**src/rtl/spd_rd_pkg.sv**
```systemverilog
package spd_rd_pkg;

    typedef enum logic [3:0] {
        S_IDLE,
        S_CLR,
        S_OFS,
        S_ADR,
        S_CMD,
        S_POLL_RD,
        S_POLL_WAIT,
        S_DATA_RD,
        S_DATA_WAIT,
        S_FIN
    } seq_state_e;

    // controller register map (decoded by the host controller)
    localparam logic [2:0] REG_STAT = 3'd0;
    localparam logic [2:0] REG_CMD  = 3'd2;
    localparam logic [2:0] REG_OFS  = 3'd3;
    localparam logic [2:0] REG_ADR  = 3'd4;
    localparam logic [2:0] REG_DATA = 3'd5;

    localparam logic [7:0] CMD_RD_DATA = 8'h48;
    localparam logic [7:0] CMD_RECV    = 8'h44;
    localparam logic [7:0] STAT_CLEAR  = 8'hFF;
    localparam logic [7:0] STAT_GOOD   = 8'h02;

endpackage

```
**src/rtl/spd_rd_stat_eval.sv**
```systemverilog
module spd_rd_stat_eval
    import spd_rd_pkg::*;
(
    input  logic [7:0] stat,
    output logic       ready,
    output logic       good
);
    // bit 1: transfer complete, bit 0: controller busy
    always_comb begin
        ready = stat[1] && !stat[0];
        good  = (stat == STAT_GOOD);
    end
endmodule

```
**src/rtl/spd_rd_timer.sv**
```systemverilog
module spd_rd_timer #(
    parameter int LIMIT = 1000
) (
    input  logic clk,
    input  logic rst_n,
    input  logic clr,
    input  logic en,
    output logic expired
);
    localparam int TW = $clog2(LIMIT + 1);
    localparam logic [TW-1:0] LIM = TW'(LIMIT);

    logic [TW-1:0] cnt_d, cnt_q;

    always_comb begin
        expired = (cnt_q == LIM);
        cnt_d   = cnt_q;
        if (clr)
            cnt_d = '0;
        else if (en && !expired)
            cnt_d = cnt_q + 1'b1;
    end

    always_ff @(posedge clk or negedge rst_n) begin
        if (!rst_n) cnt_q <= '0;
        else        cnt_q <= cnt_d;
    end

    AST_TMR_HOLD: assert property (@(posedge clk) disable iff (!rst_n)
        (expired && !clr) |=> expired);
endmodule

```
**src/rtl/spd_seq_reader.sv**
```systemverilog
module spd_seq_reader
    import spd_rd_pkg::*;
#(
    parameter int CNT_W   = 8,
    parameter int TMO_CYC = 1000
) (
    input  logic             clk,
    input  logic             rst_n,
    input  logic             start,
    input  logic [6:0]       slave_addr,
    input  logic [CNT_W-1:0] byte_count,
    output logic             busy,
    output logic             ctl_wr,
    output logic             ctl_rd,
    output logic [2:0]       ctl_addr,
    output logic [7:0]       ctl_wdata,
    input  logic [7:0]       ctl_rdata,
    output logic             byte_valid,
    output logic [7:0]       byte_data,
    output logic [CNT_W-1:0] byte_index,
    output logic             done,
    output logic [7:0]       err_status,
    output logic             err_timeout
);

    typedef struct packed {
        seq_state_e       st;
        logic [CNT_W-1:0] cnt;
        logic [CNT_W-1:0] idx;
        logic [6:0]       addr;
        logic             first;
        logic [7:0]       stat;
        logic             tmo;
        logic             bv;
        logic [7:0]       bdata;
        logic [CNT_W-1:0] bidx;
        logic             dn;
        logic [7:0]       err;
        logic             etmo;
    } seq_regs_t;

    seq_regs_t r_d, r_q;

    logic rd_ready, rd_good_unused;
    logic st_ready_unused, st_good;
    logic tmr_clr, tmr_en, tmr_expired;

    spd_rd_stat_eval u_eval_live (
        .stat  (ctl_rdata),
        .ready (rd_ready),
        .good  (rd_good_unused)
    );

    spd_rd_stat_eval u_eval_held (
        .stat  (r_q.stat),
        .ready (st_ready_unused),
        .good  (st_good)
    );

    spd_rd_timer #(.LIMIT(TMO_CYC)) u_timer (
        .clk     (clk),
        .rst_n   (rst_n),
        .clr     (tmr_clr),
        .en      (tmr_en),
        .expired (tmr_expired)
    );

    assign tmr_clr = (r_q.st == S_CMD);
    assign tmr_en  = (r_q.st == S_POLL_RD) || (r_q.st == S_POLL_WAIT);

    // controller access, decoded from the current state
    always_comb begin
        ctl_wr    = 1'b0;
        ctl_rd    = 1'b0;
        ctl_addr  = REG_STAT;
        ctl_wdata = 8'h00;
        case (r_q.st)
            S_CLR:     begin ctl_wr = 1'b1; ctl_addr = REG_STAT; ctl_wdata = STAT_CLEAR; end
            S_OFS:     begin ctl_wr = 1'b1; ctl_addr = REG_OFS;  ctl_wdata = 8'h00; end
            S_ADR:     begin ctl_wr = 1'b1; ctl_addr = REG_ADR;  ctl_wdata = {r_q.addr, 1'b1}; end
            S_CMD:     begin
                ctl_wr    = 1'b1;
                ctl_addr  = REG_CMD;
                ctl_wdata = r_q.first ? CMD_RD_DATA : CMD_RECV;
            end
            S_POLL_RD: begin ctl_rd = 1'b1; ctl_addr = REG_STAT; end
            S_DATA_RD: begin ctl_rd = 1'b1; ctl_addr = REG_DATA; end
            default:   ;
        endcase
    end

    // next-state computation
    always_comb begin
        r_d    = r_q;
        r_d.bv = 1'b0;
        r_d.dn = 1'b0;
        case (r_q.st)
            S_IDLE: begin
                if (start) begin
                    if (byte_count == '0) begin
                        r_d.dn   = 1'b1;
                        r_d.err  = 8'h00;
                        r_d.etmo = 1'b0;
                    end else begin
                        r_d.st    = S_CLR;
                        r_d.cnt   = byte_count;
                        r_d.addr  = slave_addr;
                        r_d.idx   = '0;
                        r_d.first = 1'b1;
                    end
                end
            end
            S_CLR:     r_d.st = r_q.first ? S_OFS : S_CMD;
            S_OFS:     r_d.st = S_ADR;
            S_ADR:     r_d.st = S_CMD;
            S_CMD: begin
                r_d.tmo = 1'b0;
                r_d.st  = S_POLL_RD;
            end
            S_POLL_RD: r_d.st = S_POLL_WAIT;
            S_POLL_WAIT: begin
                r_d.stat = ctl_rdata;
                if (rd_ready) begin
                    r_d.st = S_DATA_RD;
                end else if (tmr_expired) begin
                    r_d.tmo = 1'b1;
                    r_d.st  = S_DATA_RD;
                end else begin
                    r_d.st = S_POLL_RD;
                end
            end
            S_DATA_RD: r_d.st = S_DATA_WAIT;
            S_DATA_WAIT: begin
                if (st_good && !r_q.tmo) begin
                    r_d.bv    = 1'b1;
                    r_d.bdata = ctl_rdata;
                    r_d.bidx  = r_q.idx;
                    if (r_q.idx == r_q.cnt - 1'b1) begin
                        r_d.err  = 8'h00;
                        r_d.etmo = 1'b0;
                        r_d.st   = S_FIN;
                    end else begin
                        r_d.idx   = r_q.idx + 1'b1;
                        r_d.first = 1'b0;
                        r_d.st    = S_CLR;
                    end
                end else begin
                    r_d.err  = r_q.stat;
                    r_d.etmo = r_q.tmo;
                    r_d.st   = S_FIN;
                end
            end
            S_FIN: begin
                r_d.dn = 1'b1;
                r_d.st = S_IDLE;
            end
            default: r_d.st = S_IDLE;
        endcase
    end

    always_ff @(posedge clk or negedge rst_n) begin
        if (!rst_n) begin
            r_q <= '{st: S_IDLE, cnt: '0, idx: '0, addr: '0, first: 1'b0,
                     stat: '0, tmo: 1'b0, bv: 1'b0, bdata: '0, bidx: '0,
                     dn: 1'b0, err: '0, etmo: 1'b0};
        end else begin
            r_q <= r_d;
        end
    end

    assign busy        = (r_q.st != S_IDLE);
    assign byte_valid  = r_q.bv;
    assign byte_data   = r_q.bdata;
    assign byte_index  = r_q.bidx;
    assign done        = r_q.dn;
    assign err_status  = r_q.err;
    assign err_timeout = r_q.etmo;

    AST_IDLE_QUIET: assert property (@(posedge clk) disable iff (!rst_n)
        !busy |-> !(ctl_wr || ctl_rd));
    AST_VALID_NOT_DONE: assert property (@(posedge clk) disable iff (!rst_n)
        byte_valid |-> !done);
    AST_IDX_RANGE: assert property (@(posedge clk) disable iff (!rst_n)
        byte_valid |-> (byte_index < r_q.cnt));
    AST_DONE_IDLE: assert property (@(posedge clk) disable iff (!rst_n)
        done |-> !busy);
    AST_TMO_NOT_GOOD: assert property (@(posedge clk) disable iff (!rst_n)
        (done && err_timeout) |-> (err_status != STAT_GOOD));
    AST_ABORT_SILENT: assert property (@(posedge clk) disable iff (!rst_n)
        (done && err_status != 8'h00) |-> !byte_valid);

endmodule

```
**config.mk**
```make
export PLATFORM = sky130hd
export DESIGN_NAME = spd_seq_reader
export DESIGN_NICKNAME = d
export VERILOG_FILES = /design/src/rtl/spd_rd_pkg.sv /design/src/rtl/spd_rd_stat_eval.sv /design/src/rtl/spd_rd_timer.sv /design/src/rtl/spd_seq_reader.sv
export SDC_FILE = /design/constraint.sdc
export NUM_CORES = 1
export LEC_CHECK = 0
export BUFFER_PORTS_ARGS = -buffer_cell sky130_fd_sc_hd__buf_4
export CAP_MARGIN = 20
export CORE_ASPECT_RATIO = 0.7
export CORE_MARGIN = 5
export CORE_UTILIZATION = 55
export DETAILED_ROUTE_END_ITERATION = 10
export PLACE_DENSITY_LB_ADDON = 0.08
export SLEW_MARGIN = 5
export SYNTH_ARGS = -nofsm -noshare
export SYNTH_HDL_FRONTEND = slang
export SYNTH_SLANG_ARGS = --single-unit
```
**constraint.sdc**
```tcl
create_clock -name clk -period 3.03 [get_ports clk]
set_clock_uncertainty 0.15 [all_clocks]
set_input_delay 0.4545 -clock clk [delete_from_list [all_inputs] [get_ports clk]]
set_output_delay 0.4545 -clock clk [all_outputs]
set_load 0.01 [all_outputs]
```
Yosys cells after proc, flatten, opt, wreduce, memory -nomap -nowiden
Index checks and enable logic that the tools add are counted.
{"block": "word_totals", "regBits": 74, "latchBits": 0, "memories": 0, "mem_bits_ro": 0, "elab_cells": 91, "out_inout_bits": 41, "ramBits": 0, "in_bits": 26}
{"block": "classes", "div": 0, "order_cmp": 0, "n_bitwise": 1, "addsub": 3, "mul": 0, "n_mux": 32, "n_eq_ne": 20, "shifts": 0, "reduce_logical": 21}
{"operator": "$mux 28", "count": 2}
{"operator": "$mux 10", "count": 4}
{"operator": "$pmux 4 s9", "count": 1}
{"operator": "$mux 17", "count": 2}
{"operator": "$pmux 8 s3", "count": 1}
{"operator": "$mux 9", "count": 2}
{"operator": "$pmux 9 s2", "count": 1}
{"operator": "$eq 4x3->1 const B", "count": 4}
{"operator": "$mux 4", "count": 4}
{"operator": "$mux 8", "count": 2}
{"operator": "$pmux 8 s2", "count": 1}
{"operator": "$ne 2x2->1 const B", "count": 7}
{"operator": "$pmux 3 s4", "count": 1}
{"operator": "$add 10x1->10 const B", "count": 1}
{"operator": "$eq 10x10->1 const B", "count": 1}
{"operator": "$add 8x1->8 const B", "count": 1}
{"operator": "$eq 4x2->1 const B", "count": 2}
{"operator": "$eq 4x4->1 const B", "count": 2}
{"operator": "$eq 8x2->1 const B", "count": 1}
{"operator": "$eq 8x8->1", "count": 1}
{"operator": "$logic_not 8->1", "count": 1}
{"operator": "$sub 8x1->8 const B", "count": 1}
{"operator": "$mux 1", "count": 6}
{"operator": "$pmux 1 s2", "count": 3}
{"operator": "17 further kinds", "count": 25}

Longest topological paths before layout
{"block": "logic_depth", "word_depth": 5, "depth_mapped": 10, "mapped_depth_nobuf": 8}

By module
Synthesis repeated with hierarchy kept, for this count alone.
{"block": "unflattened", "hier_cells": 421, "area_unflattened_um2": 3921.3}
{"module": "spd_seq_reader", "area_per_inst_um2": 3286.9, "instances": 1, "seq_area_each_um2": 1601.5, "cells_per_inst": 355}
{"module": "spd_rd_timer", "area_per_inst_um2": 589.3, "instances": 1, "seq_area_each_um2": 250.2, "cells_per_inst": 58}
{"module": "spd_rd_stat_eval", "area_per_inst_um2": 22.5, "instances": 2, "seq_area_each_um2": 0.0, "cells_per_inst": 4}

Least setup slack after synthesis
No wires, ideal clock.
{"block": "synth_timing", "path_kind": "reg-to-reg", "start": "register r_q[30] (netlist bit)", "end": "register r_q[51] (netlist bit)", "required_ps": 2802, "n_path_buf": 0, "slack_ps": 423, "arrival_time_ps": 2379, "path_stages_with_launch": 7, "setup_ps": 78, "synth_period_minus_slack_ps": 2607, "path_cell_list": "dfrtp_1 > or4_4 > nor4_4 > nor2_2 > or4_4 > or4_1 > a21oi_1"}
{"block": "synth_via", "elab_chain_cells": 4}
{"item": "start: declaration", "line_no": "spd_seq_reader.sv:42", "rtl": "seq_regs_t r_d, r_q;"}
{"item": "start signal: assignment", "line_no": "spd_seq_reader.sv:163", "rtl": "r_q <= '{st: S_IDLE, cnt: '0, idx: '0, addr: '0, first: 1'b0,"}
{"item": "start signal: assignment", "line_no": "spd_seq_reader.sv:167", "rtl": "r_q <= r_d;"}
{"item": "$eq 8x2->1", "line_no": "spd_rd_stat_eval.sv:11", "rtl": "good = (stat == STAT_GOOD);"}
{"item": "$logic_and 1x1->1", "line_no": "spd_seq_reader.sv:134", "rtl": "if (st_good && !r_q.tmo) begin"}
{"item": "$ne 2x2->1 (no source line)"}
{"item": "$reduce_and 5->1 (no source line)"}
Every way passes these cells.
A chain may end at the register's enable or synchronous reset.

Worst setup path in the final report
Ends and elaborated chain as after synthesis.

==> impl_metrics.tcl <==
set metrics [dict create \
    ys_seq_area_share_pct 49.0 \
    core-area_mm2 0.00673 \
    final_area_mm2 0.00443 \
    synth_area_leaders "dfrtp_1 (49%), mux2_2 (7.8%), buf_4 (4.8%)" \
    synth-compound-area-share_pct 11.8 \
    grt_pass1_vias 2749 \
    routed_wl_um 7860 \
    cts.clk_slew.worst_paths_ns 0.08 \
    insertion_delay_ns 0.34 \
    ctsHoldBuffers 0 \
    rsz0062_at_grt "no" \
    critPathLaunchType "register" \
    finalCriticalPeriod_ns 2.78 \
    synth-xor-area-share_pct 4.64 \
    final_hold_viol_count 0 \
    fin_setup_tns_ns 0 \
    synth_edf_count 0 \
    cts_tree "done" \
    irDropWorstVdd_mv 0.680 \
    ant_nets 0 \
    hold_path_class "in -> async" \
    cts_buffers 9 \
    ys_ff_latch 74 \
    tightest_slew_ns 0.917 \
    async_reset_ff_share_pct 100 \
    place_area_mm2 0.00420 \
    muxShareOfSynthArea_pct 8.02 \
    grt_usage_pct 20.1 \
    netlist_instances 368 \
    drc_errors 0 \
    synth_cell_types 55 \
    avgSynthCellArea_um2 10.3 \
    reg2reg_depth 6 \
    die_h_um 79.3 \
    yosysMostFrequentCell "dfrtp_1" \
    end_kind "register" \
    overflow 0 \
    cts_resized 0 \
    gp_congestion 0.820 \
    setup_viol 0 \
    grt_pass1_wl_um 13500 \
    synth_flop_cell "dfrtp_1" \
    synth_area_mm2 0.00378 \
    required_ns 3.14 \
    crit_path_end "r_q[51]" \
    routedWlPerCell_um 15.5 \
    status "complete, no violations" \
    antenna_found_initial 0 \
    maxSlewHeadroom_pct 38.9 \
    nFillCells 560 \
    dpl.hpwl_um 5620 \
    rrSetupSlack_ns 0.25 \
    cts_max_level 3 \
    synth_adder_area_share_pct 1.33 \
    via_per_inst 5.45 \
    max_freq_ghz 0.360 \
    synth_top_area_share_pct 49.0 \
    crit_type "reg -> reg" \
    period_share_pct 91.8 \
    synth_top_family_by_area "simple AND/OR/NAND/NOR gates" \
    leakage_nw 2.09 \
    drive_above_1_share_pct 30.8 \
    yosys.area_share.simple_pct 16.7 \
    cts_setup_buffers 0 \
    power_density_mw_per_mm2 875 \
    io-pin-count 67 \
    slew_viol_final 0 \
    rows 25 \
    synthesis.nets 398 \
    startpoint "r_q[30]" \
    start_util_pct 56.1 \
    r2r-start "r_q[30]" \
    area_growth_pct 17.3 \
    worst-path-max-fanout 6 \
    cts_buffer_depth 2 \
    grt_max_degree 75 \
    io_buffers 66 \
    yosys.area.top_type "dfrtp_1" \
    synth_common_cells "dfrtp_1 (74), nand2_1 (38), mux2_2 (26), buf_4 (24), o21ai_0 (21)" \
    r2r_end "r_q[51]" \
    die_w_um 109 \
    critPathArrivalTime_ns 2.89 \
    finalNetCount 438 \
    cts-root-buf "clkbuf_8" \
    die_area_mm2 0.00865 \
    antenna_cells 0 \
    ys_warn_count 0 \
    vias 2761 \
    drt_first_pass_iters 4 \
    drt_iter0_markers 95 \
    cts.sinks 74 \
    cap_violations 0 \
]
==> sequential cells by signal (all words and copies together) (netlist names) <==
name and flops:
err_status 8, byte_data 8, r_q 37, err_timeout 1
done 1, byte_valid 1, u_timer.cnt_q 10, byte_index 8
==> power breakdown <==
part           internal (W)  leakage (nW)  switching, W
clock network      0.000487         0.112      0.000366
logic              0.000743          1.04      0.000737
registers           0.00125         0.934      0.000290
total               0.00248          2.09       0.00139
==> cells in the final DEF, fill, tap and decap left out, types with 2 or more instances in the layout <==
master     synthesis  routed
and4_1             3       3
clkinv_4           0       2
nor2_1            18      18
or4_1              2       2
nand3b_1           3       3
xnor2_1           10      10
a21oi_1           11      11
nor4bb_1           3       2
xor2_1            10      10
dfrtp_1           74      74
a211oi_1           2       2
and3_1             6       6
bufinv_16          0       2
o211ai_1           2       2
mux2_2            26      26
or2_2              2       2
nand2_1           38      38
o21ai_0           21      21
buf_4             24      74
nor3_1             5       5
and2_1             2       2
clkbuf_8           0      10
nor2b_1            3       3
o211a_1            2       2
o2111ai_1          2       2
o21bai_1           2       2
nand2b_1           8       8
inv_1             16      16
nand3_1            6       6
nor4_1             4       4
a22o_1             9       9
ha_1               4       4
o31ai_1            2       2
or4_4              2       2
nand4_1            4       4
==> metrics by stage <==
step / instances / hold slack [ns] / power, W / setup WS (ns) / utilization (%)
final: 507 / 0.0764 / 0.00388 / 0.249 / 65.9
after global routing: 507 / 0.139 / 0.00417 / 0.0741 / 65.9
after CTS: 507 / 0.125 / 0.00391 / 0.244 / 65.9
after detailed placement: 491 / 0.314 / 0.00304 / 0.270 / 62.5
after global placement: 491 / 0.311 / 0.00299 / 0.339 / 62.5
after floorplan: 368 / 0.00891 / 0.00253 / 0.423 / -
==> critical path, stage by stage, from the launching register on <==
cell	delay (ns)
dfrtp_1	0.40
or4_4	0.55
nor4_4	0.26
nor2_2	0.12
or4_4	0.56
or4_1	0.49
a21oi_1	0.16
==> cells by family (layout without fill, tap and decap cells) <==
family,after synthesis,after routing
AO/OA/AOI/OAI,66,66
XOR/XNOR,20,20
adder cells (fa/ha/maj),4,4
buffers and inverters,61,106
flip-flops,74,74
multiplexers,27,27
AND/OR/NAND/NOR,116,116
==> final cells by class <==
| class | count | area [um^2] | share of cell area, % |
|---|---|---|---|
| clock buffers | 10 | 138 | 3.11 |
| clock inverters | 6 | 90.1 | 2.03 |
| inverters | 16 | 60.1 | 1.36 |
| multi-input cells | 233 | 1620 | 36.5 |
| flip-flops and latches | 74 | 1850 | 41.8 |
| well taps | 94 | 118 | 2.65 |
| repair buffers | 74 | 556 | 12.5 |
==> worst min-delay path by stage <==
stage                       startpoint  slack, ns             to  depth (start not counted)
final                            rst_n       0.08  byte_index[6]                          1
after global routing             rst_n       0.14        r_q[52]                          1
after CTS                        rst_n       0.13           done                          1
after detailed placement  byte_data[5]       0.31   byte_data[5]                          2
after global placement    byte_data[2]       0.31   byte_data[2]                          2
after floorplan                  rst_n      0.009   byte_data[0]                          0
==> per-layer routing <==
metal | GRT usage (%) | routed length (um)
met5 | 0 | 0
met4 | 3.78 | 28
met3 | 7.47 | 423
met2 | 30.0 | 3590
met1 | 28.4 | 3810
Power figures use the tool's default switching activity.
